===== src/rtl/hs_pkg.sv =====
package hs_pkg;
    typedef enum logic {
        HS_FREE  = 1'b0,
        HS_TRACK = 1'b1
    } hs_mode_e;
endpackage


===== src/rtl/hs_mode_fsm.sv =====
module hs_mode_fsm
    import hs_pkg::*;
(
    input  logic clk,
    input  logic rst_n,
    input  logic src_valid,
    input  logic line_start,
    output logic trk,
    output logic reload
);
    hs_mode_e state_q, state_d;

    always_ff @(posedge clk) begin
        if (!rst_n) state_q <= HS_FREE;
        else        state_q <= state_d;
    end

    always_comb begin
        state_d = state_q;
        unique case (state_q)
            HS_FREE:  if (src_valid)  state_d = HS_TRACK;
            HS_TRACK: if (!src_valid) state_d = HS_FREE;
            default:  state_d = HS_FREE;
        endcase
    end

    always_comb begin
        trk    = 1'b0;
        reload = 1'b0;
        unique case (state_q)
            HS_FREE:  begin
                trk    = 1'b0;
                reload = 1'b0;
            end
            HS_TRACK: begin
                trk    = 1'b1;
                reload = src_valid && line_start;
            end
            default:  begin
                trk    = 1'b0;
                reload = 1'b0;
            end
        endcase
    end
endmodule


===== src/rtl/hs_pos_ctr.sv =====
module hs_pos_ctr #(
    parameter int W = 10
) (
    input  logic         clk,
    input  logic         rst_n,
    input  logic         reload,
    input  logic [W-1:0] len_act,
    output logic [W-1:0] pos,
    output logic         boundary
);
    localparam int EW = W + 1;

    logic [EW-1:0] pos_inc;

    assign pos_inc  = EW'(pos) + EW'(1);
    assign boundary = reload || (pos_inc >= EW'(len_act));

    always_ff @(posedge clk) begin
        if (!rst_n)        pos <= '0;
        else if (boundary) pos <= '0;
        else               pos <= pos_inc[W-1:0];
    end
endmodule


===== src/rtl/hs_cfg_shadow.sv =====
module hs_cfg_shadow #(
    parameter int W         = 10,
    parameter int DEF_START = 0,
    parameter int DEF_END   = 64,
    parameter int DEF_LEN   = 858
) (
    input  logic         clk,
    input  logic         rst_n,
    input  logic         load,
    input  logic [W-1:0] start_in,
    input  logic [W-1:0] end_in,
    input  logic [W-1:0] len_in,
    output logic [W-1:0] start_act,
    output logic [W-1:0] end_act,
    output logic [W-1:0] len_act
);
    always_ff @(posedge clk) begin
        if (!rst_n) begin
            start_act <= W'(DEF_START);
            end_act   <= W'(DEF_END);
            len_act   <= W'(DEF_LEN);
        end else if (load) begin
            start_act <= start_in;
            end_act   <= end_in;
            len_act   <= len_in;
        end
    end
endmodule


===== src/rtl/hs_window.sv =====
module hs_window #(
    parameter int W = 10
) (
    input  logic [W-1:0] pos,
    input  logic [W-1:0] lo,
    input  logic [W-1:0] hi,
    output logic         active
);
    logic ge_lo, lt_hi;

    always_comb begin
        ge_lo = (pos >= lo);
        lt_hi = (pos < hi);
        if (lo <= hi) active = ge_lo && lt_hi;
        else          active = ge_lo || lt_hi;
    end
endmodule


===== src/rtl/hsync_gen.sv =====
module hsync_gen #(
    parameter int POS_W     = 10,
    parameter int DEF_START = 0,
    parameter int DEF_END   = 64,
    parameter int DEF_LEN   = 858
) (
    input  logic             clk,
    input  logic             rst_n,
    input  logic             line_start,
    input  logic             src_valid,
    input  logic [POS_W-1:0] start_pos,
    input  logic [POS_W-1:0] end_pos,
    input  logic [POS_W-1:0] line_len,
    output logic             hsync,
    output logic [POS_W-1:0] pix_pos
);
    logic             mode_trk;
    logic             reload;
    logic             boundary;
    logic [POS_W-1:0] start_act, end_act, len_act;

    hs_mode_fsm u_fsm (
        .clk        (clk),
        .rst_n      (rst_n),
        .src_valid  (src_valid),
        .line_start (line_start),
        .trk        (mode_trk),
        .reload     (reload)
    );

    hs_pos_ctr #(.W(POS_W)) u_ctr (
        .clk      (clk),
        .rst_n    (rst_n),
        .reload   (reload),
        .len_act  (len_act),
        .pos      (pix_pos),
        .boundary (boundary)
    );

    hs_cfg_shadow #(
        .W         (POS_W),
        .DEF_START (DEF_START),
        .DEF_END   (DEF_END),
        .DEF_LEN   (DEF_LEN)
    ) u_cfg (
        .clk       (clk),
        .rst_n     (rst_n),
        .load      (boundary),
        .start_in  (start_pos),
        .end_in    (end_pos),
        .len_in    (line_len),
        .start_act (start_act),
        .end_act   (end_act),
        .len_act   (len_act)
    );

    hs_window #(.W(POS_W)) u_win (
        .pos    (pix_pos),
        .lo     (start_act),
        .hi     (end_act),
        .active (hsync)
    );
endmodule


===== config.mk =====
export PLATFORM = sky130hd
export DESIGN_NAME = hsync_gen
export DESIGN_NICKNAME = d
export VERILOG_FILES = /design/src/rtl/hs_pkg.sv /design/src/rtl/hs_mode_fsm.sv /design/src/rtl/hs_pos_ctr.sv /design/src/rtl/hs_cfg_shadow.sv /design/src/rtl/hs_window.sv /design/src/rtl/hsync_gen.sv
export SDC_FILE = /design/constraint.sdc
export NUM_CORES = 1
export LEC_CHECK = 0
export ABC_CLOCK_PERIOD_IN_PS = 2500
export BUFFER_PORTS_ARGS = -buffer_cell sky130_fd_sc_hd__buf_2
export CAP_MARGIN = 40
export CORE_UTILIZATION = 35
export DETAILED_ROUTE_END_ITERATION = 7
export PLACE_DENSITY_LB_ADDON = 0.3
export SLEW_MARGIN = 20
export SYNTH_ARGS = -nofsm -noshare
export SYNTH_HDL_FRONTEND = slang
export SYNTH_HIERARCHICAL = 1
export SYNTH_SLANG_ARGS = --single-unit
export TNS_END_PERCENT = 5

===== constraint.sdc =====
create_clock -name clk -period 2.5 [get_ports clk]
set_input_delay 0.5 -clock clk [delete_from_list [all_inputs] [get_ports clk]]
set_output_delay 0.5 -clock clk [all_outputs]
set_load 0.02 [all_outputs]

==> flow_metrics.env, run 1 <==
export IMPL_first_pass_grt_wire_length_mm=9.89
export IMPL_clock_tree_root_cell="clkbuf_8"
export IMPL_synth_warnings=6
export IMPL_drt_drc_violations_left=0
export IMPL_holdBufCountCts=0
export IMPL_postLayoutCellArea_mm2=0.00337
export IMPL_die_height_um=88.7
export IMPL_fin_crit_sh=1.09
export IMPL_synth_top_family_by_area="adder cells"
export IMPL_synth_mux_area_frac=0.114
export IMPL_worst_margin_pin_slew_ns=0.390
export IMPL_run_status="complete, but fails checks"
export IMPL_drtPass1Iterations=4
export IMPL_core_area_mm2=0.00725
export IMPL_synthArstFlopShare=0
export IMPL_cts_max_path_buffers=2
export IMPL_final_layout_size_suffix_gt1_frac=0.317
export IMPL_crit_path_start_kind="flip-flop"
export IMPL_finalWorstPathRequiredPeriod_ns=2.73
export IMPL_clkTransAtPathRegs_ns=0.08
export IMPL_grt_max_degree=25
export IMPL_worst_setup_path_end_kind="primary output"
export IMPL_syn_area_per_cell_um2=9.53
export IMPL_placedCellCount=431
export IMPL_seq_power_share=0.492
export IMPL_detailedPlacementHpwl_mm=4.75
export IMPL_max_slew_margin_rel=0.740
export IMPL_timing_hold_violations_final=0
export IMPL_critical_path_class="flip-flop to primary output"
export IMPL_via_count=2150
export IMPL_overflow=0
export IMPL_yosys_cell_types_count=37
export IMPL_synth_cell_area_mm2=0.00263
export IMPL_effective_utilization_at_floorplan=0.363
export IMPL_finalSetupViolCount=31
export IMPL_clock_skew_ns=0.0114
export IMPL_power_leakage_nw=1.53
export IMPL_finalWorstSetupSlack_ns=-0.226
export IMPL_maxCapViolations=0
export IMPL_power_switching_mw=0.351
export IMPL_port_buffers=44
export IMPL_synthFlopType="dfxtp_1"
export IMPL_synth_nets=350
export IMPL_crit_path_cell_trace="buf_6, ha_4, a211o_1, a21oi_2, o21ai_2, a221o_1, maj3_2, buf_6"
export IMPL_pwr_share_clk=0.347
export IMPL_power_switching_fraction=0.254
export IMPL_slew_viol_final=0
export IMPL_synth_compound_area_frac=0.121
export IMPL_cell_area_placed_mm2=0.00309
export IMPL_cts_sinks=41
export IMPL_n_fill_cell=703
export IMPL_cts_inserted_buffers=5
export IMPL_maximum_single_stage_delay_on_the_critical_path_ns=0.35
export IMPL_crit_arrival_ns=2.23
export IMPL_synthXorXnorAreaFrac=0.0200
export IMPL_yosysSeqAreaShare=0.312
export IMPL_routabilityCongestion=0.862
export IMPL_synth_simple_gate_area_share=0.157
export IMPL_number_of_antenna_violations_at_the_first_check_in_global_routing=0
export IMPL_failed_checks="setup timing"
export IMPL_detail_route_iter0_violations=51
export IMPL_post_detailed_route_count_of_antenna_violating_nets=0
export IMPL_netlist_instances=276
export IMPL_htree_num_levels=2
export IMPL_floorplan_rows=31
export IMPL_synth_adder_area_share=0.194
export IMPL_combPwrFrac=0.161
export IMPL_post_drt_wl_per_cell_um=14.0
export IMPL_cp_required_ns=2.00
export IMPL_vdd_ir_drop_worst_mv=0.193
export IMPL_synth_edff_count=0
export IMPL_gr_usage_all_layers=0.165
export IMPL_most_common_layout_cells="43 x buf_2, 34 x ha_1, 33 x inv_1, 31 x dfxtp_1, 28 x mux2i_1"
export IMPL_die_area_mm2=0.00787
export IMPL_path_max_fanout=2
export IMPL_final_cells=443
export IMPL_most_used_cell_along_the_critical_path="buf_6"
export IMPL_max_clock_freq_mhz=367
export IMPL_grt_pass1_vias=2120
export IMPL_p_int_mw=1.03
export IMPL_power_density_mw_per_mm2=410
export IMPL_routed_via_density=4.85
export IMPL_final_stage_net_count=417
export IMPL_wirelength_mm=6.19
export IMPL_grt_setup_unrepaired="yes"
export IMPL_syn_to_layout_area_delta_pct=28.1
export IMPL_insertion_delay_ns=0.29
export IMPL_synth_seq_cells=41
export IMPL_slowest_stage="dfxtp_4"
export IMPL_min_delay_path_class="primary input to flip-flop"
export IMPL_boundaryPins=45
export IMPL_layout_commonest_cell="buf_2"
export IMPL_cts_tree="built"
export IMPL_die_width_um=88.7
export IMPL_insertedDiodeCount=0
==> worst paths after layout <==
path | start | end | slack [ns] | cells past startpoint
worst max-delay path | u_ctr/pos[2] | hsync | -0.23 | 8
worst min-delay path | line_len[1] | u_cfg/len_act[1] | 0.41 | 3
worst max register to register | u_ctr/pos[3] | u_cfg/start_act[0] | -0.12 | 13
worst min register to register | u_cfg/len_act[1] | u_cfg/len_act[1] | 0.47 | 2
==> synth_stat cells (2+ instances only) <==
library cell / number / area [um^2]
nand3_1: 5 / 25.0
xnor2_1: 3 / 26.3
nand2b_1: 3 / 18.8
or2_2: 2 / 12.5
inv_1: 33 / 124
dfxtp_1: 41 / 821
a211o_1: 2 / 17.5
a211oi_1: 7 / 52.6
mux2i_1: 30 / 300
nor3b_1: 2 / 15.0
ha_1: 40 / 500
xor2_1: 3 / 26.3
and4_1: 3 / 26.3
buf_12: 3 / 60.1
nand4_1: 13 / 81.3
a21o_1: 8 / 60.1
a21oi_1: 13 / 65.1
clkbuf_1: 5 / 18.8
and3_1: 3 / 18.8
nor2_1: 2 / 7.51
nor3_1: 2 / 10.0
o21ai_0: 5 / 25.0
nor2b_1: 23 / 144
o21a_1: 3 / 22.5
nand2_1: 10 / 37.5
==> repair_timing <==
| item | CTS | global route |
|---|---|---|
| buffers inserted | 3 | 0 |
| pin swaps | 11 | 2 |
| cloned | 0 | 1 |
| resized for setup | 13 | 10 |
| endpoints found under the setup margin | 31 | 36 |
==> stage by stage <==
stage | power [mW] | hold slack, ns | setup TNS, ns | setup WS [ns] | utilization
floorplan | 0.820 | 0.442 | -1.94 | -0.0771 | -
global placement | 0.891 | 0.457 | -0.0566 | -0.0566 | 0.427
detailed placement | 0.897 | 0.460 | -0.543 | -0.0791 | 0.427
CTS | 1.40 | 0.401 | -3.25 | -0.229 | 0.455
global route | 1.46 | 0.412 | -7.06 | -0.298 | 0.465
finish | 1.38 | 0.405 | -2.90 | -0.226 | 0.465
==> registers in the layout, indices dropped and copies added (netlist names) <==
register,cells
u_cfg/start_act,10
u_ctr/pos,10
u_cfg/end_act,10
u_fsm/state_q,1
u_cfg/len_act,10
==> worst max-delay path: cells and delay by family (launching register included) <==
kind,cells,cell delay [ns]
AOI/OAI and AO/OA,4,0.87
adders and majority gates,2,0.46
buffers and inverters,2,0.25
DFF,1,0.35
==> final cells by class <==
type	instances	area (um^2)	area share
Clock buffer	7	96.3	0.0286
Clock inverter	1	5.00	0.00149
Inverter	33	124	0.0368
Multi-Input combinational cell	193	1720	0.510
Sequential cell	41	846	0.251
Tap cell	99	124	0.0368
Timing Repair Buffer	69	455	0.135
==> routing by layer <==
metal  vias up  GRT usage  share of wire
li1       1108          -              -
met4         0     0.0455          0.016
met3         9     0.0326          0.043
met2        45      0.297           0.48
met5         -          0              0
met1       988      0.200           0.46
==> kinds of logic (layout without fill, tap and decap cells) <==
family	after synthesis	after routing
adder cells (fa/ha/maj)	41	41
multiplexers	30	30
buffers and inverters	42	110
XOR/XNOR	6	6
AND/OR/NAND/NOR	70	70
AO/OA/AOI/OAI	46	46
flip-flops	41	41
==> power by group through the flow <==
stage | Combinational, mW | Clock [mW] | Sequential [mW]
2_1_floorplan | 0.121 | 0 | 0.699
4_1_cts | 0.218 | 0.505 | 0.679
5_1_grt | 0.249 | 0.531 | 0.682
6_report | 0.223 | 0.479 | 0.679
3_5_place_dp | 0.202 | 0 | 0.695
3_3_place_gp | 0.196 | 0 | 0.695
(Power assumes the default switching activity.)
==> inputs of run 2 (changes only) <==
CORE_UTILIZATION = 45   (was 35)
CTS_CLUSTER_DIAMETER = 30   (was unset)
==> flow_metrics.env, run 2 (synthesized netlist as in run 1, its figures left out) <==
export IMPL_slew_viol_final=0
export IMPL_hold_worst_slack_ns=0.418
export IMPL_max_clock_freq_mhz=363
export IMPL_cp_required_ns=2.00
export IMPL_fin_crit_sh=1.10
export IMPL_critical_path_class="flip-flop to primary output"
export IMPL_finalWorstPathRequiredPeriod_ns=2.76
export IMPL_use_met3=0.0419
export IMPL_timing_hold_violations_final=0
export IMPL_post_drt_wl_per_cell_um=14.2
export IMPL_core_area_mm2=0.00557
export IMPL_most_used_cell_along_the_critical_path="buf_6"
export IMPL_busiest_layer="met2"
export IMPL_wirelength_mm=5.98
export IMPL_via_count=2180
export IMPL_grt_pass1_vias=2123
export IMPL_holdBufCountCts=0
export IMPL_max_slew_margin_rel=0.610
export IMPL_cp_launch_point="u_ctr/pos[2]"
export IMPL_crit_path_start_kind="flip-flop"
export IMPL_power_leakage_nw=1.57
export IMPL_routabilityCongestion=0.828
export IMPL_worst_margin_pin_slew_ns=0.585
export IMPL_port_buffers=44
export IMPL_setup_reg_to_reg_worst_slack_ns=-0.22
export IMPL_finalSetupViolCount=33
export IMPL_groute_layer_met2_usage=0.326
export IMPL_cts_tree="built"
export IMPL_cts_inserted_buffers=5
export IMPL_drt_drc_violations_left=0
export IMPL_number_of_antenna_violations_at_the_first_check_in_global_routing=0
export IMPL_most_common_layout_cells="43 x buf_2, 35 x ha_1, 33 x inv_1, 31 x dfxtp_1, 29 x mux2i_1"
export IMPL_htree_num_levels=2
export IMPL_insertion_delay_ns=0.29
export IMPL_overflow=0
export IMPL_post_detailed_route_count_of_antenna_violating_nets=0
export IMPL_failed_checks="setup timing"
export IMPL_worst_setup_path_end_kind="primary output"
export IMPL_timing_hold_worst_start="line_len[4]"
export IMPL_layout_commonest_cell="buf_2"
export IMPL_insertedDiodeCount=0
export IMPL_cell_area_placed_mm2=0.00307
export IMPL_postLayoutCellArea_mm2=0.00341
export IMPL_effective_utilization_at_floorplan=0.472
export IMPL_vdd_ir_drop_worst_mv=0.273
export IMPL_critical_path_n_buffers_inverters=2
export IMPL_clock_tree_root_cell="clkbuf_8"
export IMPL_detail_route_iter0_violations=102
export IMPL_syn_to_layout_area_delta_pct=29.7
export IMPL_grt_max_degree=39
export IMPL_clkTransAtPathRegs_ns=0.08
export IMPL_drtPass1Iterations=4
export IMPL_run_status="complete, but fails checks"
export IMPL_floorplan_rows=27
export IMPL_groute_layer_met1_usage=0.256
export IMPL_cts_sinks=41
export IMPL_slowest_stage="dfxtp_4"
export IMPL_maxCapViolations=0
export IMPL_cts_max_path_buffers=2
export IMPL_min_delay_path_class="primary input to flip-flop"
export IMPL_maximum_single_stage_delay_on_the_critical_path_ns=0.35
export IMPL_final_stage_net_count=421
export IMPL_gr_usage_all_layers=0.199
export IMPL_power_density_mw_per_mm2=406
export IMPL_boundaryPins=45
export IMPL_die_width_um=78.5
export IMPL_die_area_mm2=0.00616
export IMPL_finalWorstSetupSlack_ns=-0.258
export IMPL_die_height_um=78.5
export IMPL_regToRegStartpoint="u_ctr/pos[4]"
export IMPL_path_max_fanout=2
export IMPL_grt_setup_unrepaired="yes"
export IMPL_crit_arrival_ns=2.26
export IMPL_routed_via_density=5.19
export IMPL_final_layout_size_suffix_gt1_frac=0.325
export IMPL_detailedPlacementHpwl_mm=4.35
export IMPL_clock_skew_ns=0.00384
export IMPL_critical_path_top_delay_family="compound AO/OA/AOI/OAI gates"
export IMPL_first_pass_grt_wire_length_mm=9.57
export IMPL_crit_path_cell_trace="buf_6, ha_4, a211o_1, a21oi_2, o21ai_1, a221o_1, maj3_2, buf_6"
==> run 2: cell types whose count changed in the layout (fill, tap and decap cells not counted), moves of 2 or more <==
| cell | change |
|---|---|
| o21ai_1 | +2 |
| clkbuf_16 | +2 |
| a211oi_2 | +3 |
| a211oi_1 | -3 |
==> run 2: area by class of cell <==
type                    instances  area, um^2
fillers                       497        2160
multi-input cells             193        1710
flip-flops and latches         41         846
repair buffers                 73         537
inverters                      33         124
clock buffers                   7        96.3
well taps                      72        90.1
clock inverters                 1        5.00
==> run 2: path summary, 6_finish.rpt <==
check | cells after the start | to
max | 8 | hsync
min | 3 | u_cfg/len_act[4]
max reg2reg | 13 | u_cfg/end_act[6]
min reg2reg | 2 | u_cfg/len_act[9]
==> run 2: layer usage <==
metal	vias up	share of wire
met3	11	0.036
li1	1120	-
met5	-	0
met1	1014	0.47
met2	35	0.47
met4	0	0.024
==> run 2: repair_timing <==
action,in CTS,in global routing
gates cloned,0,3
buffers inserted,2,3
pin swaps,8,10
setup endpoints to repair,31,37
gates resized for setup,11,14
==> run 2: tightest hold or removal path: cells and delay by family <==
family	cells	cell delay, ns
buffers and inverters	1	0.08
muxes	1	0.05
and+or+nand+nor	1	0.05
==> run 2: per-stage QoR <==
stage	setup WS [ns]	util	setup TNS [ns]	power, mW	std cells
2_1_floorplan	-0.0771	-	-1.94	0.820	276
3_3_place_gp	-0.0571	0.551	-0.744	0.888	404
3_5_place_dp	-0.118	0.551	-2.63	0.894	404
4_1_cts	-0.229	0.583	-5.33	1.39	414
5_1_grt	-0.394	0.612	-12.26	1.45	420
6_report	-0.258	0.612	-5.96	1.38	420
==> run 2: power breakdown <==
part	leakage (nW)	switching (mW)	internal [mW]
Combinational	1.17	0.105	0.121
Clock	0.0542	0.230	0.250
Sequential	0.339	0.0133	0.665
Total	1.57	0.348	1.04
==> inputs of run 3 (changes only) <==
ABC_CLOCK_PERIOD_IN_PS = 3100   (was 2500)
clock period = 3.1 ns   (was 2.5 ns; I/O delays follow)
==> flow_metrics.env, run 3 (synthesized netlist as in run 1, its figures left out) <==
export IMPL_run_status="completed"
export IMPL_floorplan_rows=27
export IMPL_path_max_fanout=3
export IMPL_post_drt_wl_per_cell_um=13.4
export IMPL_finalSetupViolCount=0
export IMPL_cts_tree="built"
export IMPL_fin_crit_sh=0.954
export IMPL_postCtsSetupBuffers=0
export IMPL_min_delay_path_class="flip-flop to flip-flop"
export IMPL_max_clock_freq_mhz=338
export IMPL_die_width_um=78.5
export IMPL_routabilityCongestion=0.774
export IMPL_max_slew_margin_rel=0.609
export IMPL_grt_pass1_vias=1918
export IMPL_post_detailed_route_count_of_antenna_violating_nets=0
export IMPL_wirelength_mm=5.33
export IMPL_finalWorstSetupSlack_ns=0.144
export IMPL_final_layout_size_suffix_gt1_frac=0.194
export IMPL_number_of_antenna_violations_at_the_first_check_in_global_routing=0
export IMPL_drt_drc_violations_left=0
export IMPL_final_setup_tns_ns=0
export IMPL_vdd_ir_drop_worst_mv=0.174
export IMPL_die_height_um=78.5
export IMPL_htree_num_levels=2
export IMPL_holdBufCountCts=0
export IMPL_worst_margin_pin_slew_ns=0.586
export IMPL_cts_inserted_buffers=5
export IMPL_setup_reg_to_reg_worst_slack_ns=0.27
export IMPL_routed_via_density=5.09
export IMPL_detailedPlacementHpwl_mm=4.09
export IMPL_cts_max_path_buffers=2
export IMPL_layout_commonest_cell="buf_2"
export IMPL_gr_usage_all_layers=0.189
export IMPL_most_common_layout_cells="44 x buf_2, 40 x dfxtp_1, 40 x ha_1, 33 x inv_1, 30 x mux2i_1"
export IMPL_crit_arrival_ns=2.34
export IMPL_critical_path_class="flip-flop to primary output"
export IMPL_clock_skew_ns=0.00215
export IMPL_dp_worst_setup_slack_ns=0.302
export IMPL_maxCapViolations=0
export IMPL_final_stage_net_count=399
export IMPL_core_area_mm2=0.00557
export IMPL_slew_viol_final=0
export IMPL_overflow=0
export IMPL_cts_sinks=41
export IMPL_power_switching_mw=0.269
export IMPL_p_int_mw=0.792
export IMPL_worst_setup_path_end_kind="primary output"
export IMPL_drtPass1Iterations=4
export IMPL_timing_hold_violations_final=0
export IMPL_insertion_delay_ns=0.29
export IMPL_effective_utilization_at_floorplan=0.472
export IMPL_pwr_share_clk=0.339
export IMPL_cp_required_ns=2.48
export IMPL_power_density_mw_per_mm2=353
export IMPL_boundaryPins=45
export IMPL_power_leakage_nw=1.41
export IMPL_grt_setup_unrepaired="no"
export IMPL_first_pass_grt_wire_length_mm=9.13
export IMPL_finalWorstPathRequiredPeriod_ns=2.96
export IMPL_die_area_mm2=0.00616
export IMPL_insertedDiodeCount=0
export IMPL_seq_power_share=0.517
export IMPL_combPwrFrac=0.144
export IMPL_port_buffers=44
export IMPL_via_count=2019
export IMPL_clkTransAtPathRegs_ns=0.08
export IMPL_detail_route_iter0_violations=111
export IMPL_syn_to_layout_area_delta_pct=14.2
export IMPL_crit_path_start_kind="flip-flop"
export IMPL_grt_max_degree=39
export IMPL_power_switching_fraction=0.253
export IMPL_clock_tree_root_cell="clkbuf_8"
run 3: changes by cell type in the layout (fill, tap and decap cells not counted), moves of 2 or more:
| cell | change |
|---|---|
| a211oi_1 | +5 |
| dfxtp_2 | -4 |
| ha_4 | -5 |
| buf_6 | -5 |
| clkbuf_16 | -3 |
| dfxtp_4 | -5 |
| a211oi_2 | -5 |
| a21oi_2 | -2 |
| a21oi_1 | +2 |
| ha_1 | +5 |
| buf_4 | -14 |
| dfxtp_1 | +9 |
run 3: routing by layer:
metal	vias to the layer above	track usage	wire, um
li1	1072	-	-
met3	5	0.0419	232
met2	41	0.282	2270
met5	-	0	0
met4	0	0.0593	55
met1	901	0.268	2770
run 3: worst paths after layout:
kind | from | end | depth (start not counted)
setup / recovery | u_cfg/start_act[3] | hsync | 8
hold / removal | u_cfg/len_act[3] | u_cfg/len_act[3] | 2
setup reg to reg | u_ctr/pos[4] | u_cfg/end_act[6] | 12
hold reg to reg | u_cfg/len_act[3] | u_cfg/len_act[3] | 2
run 3: worst max-delay path, stage by stage (launching register included):
cell	delay [ns]
dfxtp_1	0.37
inv_1	0.06
ha_1	0.29
a211o_1	0.29
a21oi_1	0.11
o21ai_1	0.09
a221o_1	0.36
maj3_2	0.30
buf_2	0.16
run 3: final cells by class:
cell class	count	area, um^2
fill	559	2570
multi-input combinational	193	1600
sequential	41	822
timing repair buffer	51	285
inverter	33	124
tap	72	90.1
clock buffer	7	86.3
run 3: repair_timing:
action,in CTS,in global routing
setup endpoints to repair,0,1
resized for setup,0,1
hold endpoints to repair,0,0
run 3: power groups by stage:
stage               registers, mW  logic [mW]  clock network, mW
floorplan                   0.565      0.0954                  0
global placement            0.561       0.150                  0
detailed placement          0.561       0.153                  0
CTS                         0.548       0.154              0.376
global route                0.550       0.170              0.393
finish                      0.548       0.153              0.360
run 3: stage by stage:
stage | instances | utilization | hold WS [ns] | cell area, um^2 | power, mW
after floorplan | 276 | - | 0.442 | 2630 | 0.661
after global placement | 390 | 0.523 | 0.457 | 2920 | 0.711
after detailed placement | 390 | 0.523 | 0.463 | 2920 | 0.714
after CTS | 397 | 0.539 | 0.485 | 3000 | 1.08
after global routing | 397 | 0.539 | 0.505 | 3000 | 1.11
final | 397 | 0.539 | 0.479 | 3000 | 1.06
